==> src/rtl/adc_seq_pkg.sv <==
package adc_seq_pkg;
  typedef enum logic [1:0] {
    CONV_FIRST  = 2'd0,
    CONV_NORMAL = 2'd1,
    CONV_AUTO   = 2'd2
  } conv_kind_e;

  localparam int CTL_EN    = 0;
  localparam int CTL_START = 1;
  localparam int CTL_AUTO  = 2;
  localparam int CTL_FREE  = 3;
  localparam int CTL_DCLR  = 4;
endpackage

==> src/rtl/adc_sel_shadow.sv <==
module adc_sel_shadow #(
  parameter int SEL_W = 8
) (
  input  logic             clk,
  input  logic             rst_n,
  input  logic             wr_sel,
  input  logic [SEL_W-1:0] wr_val,
  input  logic             sel_open,
  output logic [SEL_W-1:0] sel_live
);
  logic [SEL_W-1:0] buf_q, buf_d, live_q, live_d;

  always_comb begin
    buf_d  = wr_sel ? wr_val : buf_q;
    live_d = sel_open ? buf_q : live_q;
  end

  always_ff @(posedge clk or negedge rst_n) begin
    if (!rst_n) begin
      buf_q  <= '0;
      live_q <= '0;
    end else begin
      buf_q  <= buf_d;
      live_q <= live_d;
    end
  end

  assign sel_live = live_q;

  assert_frozen_R2: assert property (@(posedge clk) disable iff (!rst_n)
    !sel_open |=> $stable(live_q));
  assert_follow_R1: assert property (@(posedge clk) disable iff (!rst_n)
    sel_open |=> live_q == $past(buf_q));
endmodule

==> src/rtl/adc_conv_timer.sv <==
module adc_conv_timer
  import adc_seq_pkg::*;
#(
  parameter int CW        = 6,
  parameter int FIRST_LEN = 50,
  parameter int FIRST_SMP = 27,
  parameter int NORM_LEN  = 26,
  parameter int NORM_SMP  = 3,
  parameter int AUTO_LEN  = 27,
  parameter int AUTO_SMP  = 4
) (
  input  logic clk,
  input  logic rst_n,
  input  logic half_en,
  input  logic en,
  input  logic start_req,
  input  logic trig_req,
  input  logic free_run,
  output logic busy,
  output logic start_rb,
  output logic sample_stb,
  output logic done_pulse,
  output logic sel_open
);
  logic          phase_q, phase_d;
  logic          pend_q, pend_d;
  logic          pauto_q, pauto_d;
  logic          run_q, run_d;
  logic          first_q, first_d;
  conv_kind_e    kind_q, kind_d;
  logic [CW-1:0] cnt_q, cnt_d, cnt_inc;
  logic          smp_q, smp_d, done_q, done_d;
  logic [CW-1:0] len_cur, smp_cur;

  always_comb begin
    case (kind_q)
      CONV_FIRST:  begin len_cur = CW'(FIRST_LEN); smp_cur = CW'(FIRST_SMP); end
      CONV_AUTO:   begin len_cur = CW'(AUTO_LEN);  smp_cur = CW'(AUTO_SMP);  end
      default:     begin len_cur = CW'(NORM_LEN);  smp_cur = CW'(NORM_SMP);  end
    endcase
  end

  assign cnt_inc = cnt_q + CW'(1);

  always_comb begin
    phase_d = half_en ? ~phase_q : phase_q;
    pend_d  = pend_q;
    pauto_d = pauto_q;
    run_d   = run_q;
    first_d = first_q;
    kind_d  = kind_q;
    cnt_d   = cnt_q;
    smp_d   = 1'b0;
    done_d  = 1'b0;
    if (!en) begin
      pend_d  = 1'b0;
      run_d   = 1'b0;
      first_d = 1'b1;
      cnt_d   = '0;
    end else begin
      if (!run_q && !pend_q && start_req) begin
        pend_d  = 1'b1;
        pauto_d = 1'b0;
      end
      if (!run_q && !pend_q && trig_req) begin
        pend_d  = 1'b1;
        pauto_d = 1'b1;
      end
      if (half_en) begin
        if (run_q) begin
          if (cnt_inc == len_cur) begin
            run_d  = 1'b0;
            done_d = 1'b1;
            if (free_run) begin
              pend_d  = 1'b1;
              pauto_d = 1'b1;
            end
          end else begin
            cnt_d = cnt_inc;
          end
          if (cnt_inc == smp_cur) smp_d = 1'b1;
        end else if (pend_q && (pauto_q || !phase_q)) begin
          run_d   = 1'b1;
          pend_d  = 1'b0;
          cnt_d   = '0;
          first_d = 1'b0;
          kind_d  = first_q ? CONV_FIRST : (pauto_q ? CONV_AUTO : CONV_NORMAL);
        end
      end
    end
  end

  always_ff @(posedge clk or negedge rst_n) begin
    if (!rst_n) begin
      phase_q <= 1'b0;
      pend_q  <= 1'b0;
      pauto_q <= 1'b0;
      run_q   <= 1'b0;
      first_q <= 1'b1;
      kind_q  <= CONV_FIRST;
      cnt_q   <= '0;
      smp_q   <= 1'b0;
      done_q  <= 1'b0;
    end else begin
      phase_q <= phase_d;
      pend_q  <= pend_d;
      pauto_q <= pauto_d;
      run_q   <= run_d;
      first_q <= first_d;
      kind_q  <= kind_d;
      cnt_q   <= cnt_d;
      smp_q   <= smp_d;
      done_q  <= done_d;
    end
  end

  assign busy       = run_q;
  assign start_rb   = run_q | pend_q;
  assign sample_stb = smp_q;
  assign done_pulse = done_q;
  assign sel_open   = !run_q || (cnt_q >= len_cur - CW'(2));

  assert_abort_R10: assert property (@(posedge clk) disable iff (!rst_n)
    !en |=> !run_q && !pend_q && !done_q);
  assert_start_tick_R3: assert property (@(posedge clk) disable iff (!rst_n)
    $rose(run_q) |-> $past(half_en));
  assert_done_end_R7: assert property (@(posedge clk) disable iff (!rst_n)
    done_q |-> !run_q && $past(run_q));
  assert_strobe_excl_R6: assert property (@(posedge clk) disable iff (!rst_n)
    !(smp_q && done_q));
endmodule

==> src/rtl/adc_result_reg.sv <==
module adc_result_reg #(
  parameter int RES_W = 10,
  parameter int OUT_W = 16
) (
  input  logic             clk,
  input  logic             rst_n,
  input  logic             done_pulse,
  input  logic             done_clr,
  input  logic [RES_W-1:0] conv_data,
  output logic             done,
  output logic [OUT_W-1:0] result
);
  localparam int EXT_W = OUT_W - RES_W;

  logic             flag_q, flag_d;
  logic [OUT_W-1:0] res_q, res_d, ext_val;

  assign ext_val = {{EXT_W{conv_data[RES_W-1]}}, conv_data};

  always_comb begin
    flag_d = flag_q;
    res_d  = res_q;
    if (done_clr) flag_d = 1'b0;
    if (done_pulse) begin
      flag_d = 1'b1;
      res_d  = ext_val;
    end
  end

  always_ff @(posedge clk or negedge rst_n) begin
    if (!rst_n) begin
      flag_q <= 1'b0;
      res_q  <= '0;
    end else begin
      flag_q <= flag_d;
      res_q  <= res_d;
    end
  end

  assign done   = flag_q;
  assign result = res_q;

  assert_done_set_R7: assert property (@(posedge clk) disable iff (!rst_n)
    done_pulse |=> flag_q);
  assert_done_clr_R9: assert property (@(posedge clk) disable iff (!rst_n)
    (done_clr && !done_pulse) |=> !flag_q);
endmodule

==> src/rtl/adc_seq_ctrl.sv <==
module adc_seq_ctrl
  import adc_seq_pkg::*;
#(
  parameter int DW        = 8,
  parameter int RES_W     = 10,
  parameter int OUT_W     = 16,
  parameter int FIRST_LEN = 50,
  parameter int FIRST_SMP = 27,
  parameter int NORM_LEN  = 26,
  parameter int NORM_SMP  = 3,
  parameter int AUTO_LEN  = 27,
  parameter int AUTO_SMP  = 4
) (
  input  logic             clk,
  input  logic             rst_n,
  input  logic             half_en,
  input  logic             wr_sel,
  input  logic             wr_ctl,
  input  logic [DW-1:0]    wr_data,
  input  logic             trig,
  input  logic [RES_W-1:0] conv_data,
  output logic [DW-1:0]    sel_live,
  output logic             sample_stb,
  output logic             busy,
  output logic             start_rb,
  output logic             done,
  output logic [OUT_W-1:0] result
);
  localparam int CW = $clog2(FIRST_LEN + 1);

  logic       rs_q1, rs_q2, srst_n;
  logic       en_q, auto_q, free_q;
  logic       en_d, auto_d, free_d;
  logic       start_req, trig_req, done_clr, done_pulse, sel_open;

  always_ff @(posedge clk or negedge rst_n) begin
    if (!rst_n) begin
      rs_q1 <= 1'b0;
      rs_q2 <= 1'b0;
    end else begin
      rs_q1 <= 1'b1;
      rs_q2 <= rs_q1;
    end
  end
  assign srst_n = rs_q2;

  always_comb begin
    en_d   = en_q;
    auto_d = auto_q;
    free_d = free_q;
    if (wr_ctl) begin
      en_d   = wr_data[CTL_EN];
      auto_d = wr_data[CTL_AUTO];
      free_d = wr_data[CTL_FREE];
    end
  end

  always_ff @(posedge clk or negedge srst_n) begin
    if (!srst_n) begin
      en_q   <= 1'b0;
      auto_q <= 1'b0;
      free_q <= 1'b0;
    end else begin
      en_q   <= en_d;
      auto_q <= auto_d;
      free_q <= free_d;
    end
  end

  assign start_req = wr_ctl && wr_data[CTL_START] && wr_data[CTL_EN];
  assign trig_req  = trig && auto_q && en_d;
  assign done_clr  = wr_ctl && wr_data[CTL_DCLR];

  adc_sel_shadow #(.SEL_W(DW)) u_shadow (
    .clk(clk), .rst_n(srst_n), .wr_sel(wr_sel), .wr_val(wr_data),
    .sel_open(sel_open), .sel_live(sel_live)
  );

  adc_conv_timer #(
    .CW(CW), .FIRST_LEN(FIRST_LEN), .FIRST_SMP(FIRST_SMP),
    .NORM_LEN(NORM_LEN), .NORM_SMP(NORM_SMP),
    .AUTO_LEN(AUTO_LEN), .AUTO_SMP(AUTO_SMP)
  ) u_timer (
    .clk(clk), .rst_n(srst_n), .half_en(half_en), .en(en_d),
    .start_req(start_req), .trig_req(trig_req), .free_run(auto_d && free_d),
    .busy(busy), .start_rb(start_rb), .sample_stb(sample_stb),
    .done_pulse(done_pulse), .sel_open(sel_open)
  );

  adc_result_reg #(.RES_W(RES_W), .OUT_W(OUT_W)) u_result (
    .clk(clk), .rst_n(srst_n), .done_pulse(done_pulse), .done_clr(done_clr),
    .conv_data(conv_data), .done(done), .result(result)
  );

  assert_trig_gated_R6: assert property (@(posedge clk) disable iff (!srst_n)
    (!start_rb && !auto_q && !start_req) |=> !start_rb);
endmodule

==> config.mk <==
export PLATFORM = sky130hd
export DESIGN_NAME = adc_seq_ctrl
export DESIGN_NICKNAME = d
export VERILOG_FILES = /design/src/rtl/adc_seq_pkg.sv /design/src/rtl/adc_sel_shadow.sv /design/src/rtl/adc_conv_timer.sv /design/src/rtl/adc_result_reg.sv /design/src/rtl/adc_seq_ctrl.sv
export SDC_FILE = /design/constraint.sdc
export NUM_CORES = 1
export LEC_CHECK = 0
export BUFFER_PORTS_ARGS = -buffer_cell sky130_fd_sc_hd__buf_4
export CORE_MARGIN = 4
export CORE_UTILIZATION = 54
export DETAILED_ROUTE_END_ITERATION = 12
export PLACE_DENSITY = 0.83
export SLEW_MARGIN = 20
export SYNTH_ARGS = -nofsm -noshare
export SYNTH_HDL_FRONTEND = slang
export SYNTH_SLANG_ARGS = --single-unit
==> constraint.sdc <==
create_clock -name clk -period 1.9 [get_ports clk]
set_input_delay 0.19 -clock clk [delete_from_list [all_inputs] [get_ports clk]]
set_output_delay 0.19 -clock clk [all_outputs]
set_load 0.05 [all_outputs]
==> results.toml <==
[routing]
ant_nets = 0
vias_per_cell = 5.64
wl_per_cell_um = 18.5
dr.pass1.iters = 4
dr.first_iter.drc_count = 91
wirelength_mm = 5.74
via_count = 1753
drc_errors = 0

[sta]
layout_min_cycle_time_ns = 2.12
setup_viol = 16
maxSlewViolCount = 0
fin_skew_ns = 0.00565
finalCritPeriodShare_pct = 112
fmax_mhz = 472
hold_viol_final = 0
rsz0062_at_grt = "true"
fin_ws_ns = -0.219

[cts]
path_clk_slew_ns = 0.08
cts_num_sinks = 47
ctsLongestPathBuffers = 2
worstSkewPairLatency_ns = 0.30
cts_root_buf = "clkbuf_8"
htreeDepth = 2
numCtsBuffers = 5
cts_tree = "built"

[synthesis]
synthesis.area_sq_mm = 0.00234
synth-edff-count = 0
synth-main-ff-cell = "dfrtp_1"
netlist_top_cells_count = "dfrtp_1, mux2_2, nand2_1"
ys_types = 52
synth_top_area_cell = "dfrtp_1"
async_flop_share_pct = 100
synthTopCellsByArea = "dfrtp_1, mux2_2, mux2_4"
ys_seq_area_share_pct = 50.3
ys_warn_count = 0
synth.net_count = 213
synth-seq-cells = 47
synthMostInstantiatedCell = "dfrtp_1"
syn_inst = 185
avgSynthCellArea_sq_um = 12.6
synth_top_area_share_pct = 49.2

[setup_path]
path_max_fanout = 8
critPathArrivalTime_ns = 2.30
cp-end-kind = "flop"
critPathRequiredTime_ns = 2.08
critPathKind = "flop to flop"
startpoint_type = "flop"

[layout]
drive_gt1_share_pct = 58.2
antenna_cells = 0
finalNetCount = 288
utilization_pct = 78.0
area_delta_synth_final_pct = 36.3

[power]
p_per_area_mw_per_mm2 = 916
peakVddDrop_mv = 0.739
cellLeakagePower_nw = 1.55

[job]
cap_violations = 0

[global_routing]
grt_overflow_total = 0
grt_use_total_pct = 22.0
grt_max_degree = 24
grt_pass1_wl_mm = 8.88
antenna_found_initial = 0
grt_pass1_vias = 1755

[floorplan]
fp.dieH_um = 73.8
rows = 23
die_w_um = 73.8
core_area_sq_mm = 0.00409
dieArea_sq_mm = 0.00545
io_pins = 52
initial_utilization_pct = 57.3

[placement]
place_ws_ns = -0.111
dp_hpwl_mm = 3.89
portBuffers = 51
routabilityCongestion = 0.838

[run_status]
violations = "negative setup slack"
status = "complete, but fails checks"

[hold_path]
hp-class = "input port to flop"
-- flip-flops by register name (all words and copies together) (netlist names), 2 cells and up --
signal             count
u_shadow.buf_q         8
u_timer.kind_q         2
u_timer.cnt_q          6
u_shadow.sel_live      8
u_result.result       10
-- power by group --
part | switching, mW | total [mW] | leakage [nW] | internal [mW]
registers | 0.0873 | 1.19 | 0.591 | 1.10
logic | 0.466 | 0.890 | 0.897 | 0.424
clock network | 0.320 | 0.846 | 0.0654 | 0.525
-- metrics by stage --
stage / hold WS [ns] / TNS [ns] / instance area (sq um) / std cells / total power, mW
3_3_place_gp: -0.0263 / -0.788 / 2920 / 298 / 1.96
3_5_place_dp: -0.0236 / -1.34 / 2920 / 298 / 1.98
2_1_floorplan: -0.106 / -0.0243 / 2390 / 185 / 1.69
5_1_grt: 0.106 / -3.46 / 3190 / 311 / 3.06
6_report: 0.102 / -2.41 / 3190 / 311 / 2.92
4_1_cts: 0.0975 / -1.15 / 3120 / 308 / 2.90
-- path summary, 6_finish.rpt --
path,slack [ns],depth (start not counted),startpoint,to
setup / recovery,-0.22,7,u_timer.kind_q[0]$_DFFE_PN0P_,u_shadow.sel_live[3]$_DFFE_PN0P_
hold / removal,0.10,2,half_en,u_timer.phase_q$_DFFE_PN0P_
setup reg to reg,-0.22,7,u_timer.kind_q[0]$_DFFE_PN0P_,u_shadow.sel_live[3]$_DFFE_PN0P_
hold reg to reg,0.23,0,rs_q2$_DFF_PN0_,u_result.result[4]$_DFFE_PN0P_
max in group asynchronous,1.07,1,rs_q2$_DFF_PN0_,u_timer.first_q$_DFFE_PN1P_
min in group asynchronous,0.20,2,rst_n,rs_q2$_DFF_PN0_
-- routing by layer --
metal  global-route usage, %  share of wire, %  wire length, um
met1                    28.0                41             2360
met4                    5.84               1.7               99
met5                       0                 0                0
met3                    5.61               6.2              358
met2                    37.1                51             2920
-- cells in the final DEF (no fill, tap or decap), types with 3 or more instances in the layout --
cell / synthesis / final
o21ai_0: 5 / 5
inv_1: 7 / 6
ha_4: 0 / 4
mux2_4: 8 / 8
nor2_1: 6 / 5
xor2_1: 3 / 3
buf_4: 7 / 78
dfrtp_1: 46 / 41
a21oi_1: 3 / 3
clkbuf_8: 0 / 5
buf_6: 4 / 3
nand3_1: 7 / 6
dfrtp_2: 0 / 5
nand2_1: 11 / 11
mux2_2: 21 / 21
-- repair_timing --
| action | in CTS | in global routing |
|---|---|---|
| gates resized for setup | 13 | 7 |
| pin swaps | 5 | 7 |
| setup buffers | 1 | 4 |
| endpoints found under the setup margin | 17 | 19 |
| endpoints found under the hold margin | 2 | 0 |
| hold buffers | 1 | 0 |
-- critical path, stage by stage, from the launching register on --
cell     delay [ns]
dfrtp_2        0.45
buf_6          0.13
nor2_4         0.17
ha_4           0.23
a21o_1         0.19
a311o_1        0.35
buf_6          0.17
mux2_4         0.30
-- cell families (layout without fill, tap and decap cells) --
logic type / after synthesis / in the layout / share of synthesized area (%)
AO/OA/AOI/OAI: 30 / 30 / 11.5
XOR/XNOR: 4 / 4 / 1.50
adder cells (fa/ha/maj): 4 / 4 / 2.14
buffers and inverters: 21 / 97 / 5.83
flip-flops: 47 / 47 / 50.3
multiplexers: 32 / 32 / 17.1
other: 1 / 1 / 0.160
AND/OR/NAND/NOR: 46 / 46 / 11.5
-- layout make-up --
type                       instances  area (sq um)
sequential                        47          1180
multi-input combinational        117          1150
inverter                           7          28.8
fill                             236           898
timing repair buffer              82           629
clock buffer                       6          72.6
clock inverter                     2          60.1
tap                               50          62.6
No activity file was read; power rests on OpenSTA's default activity.
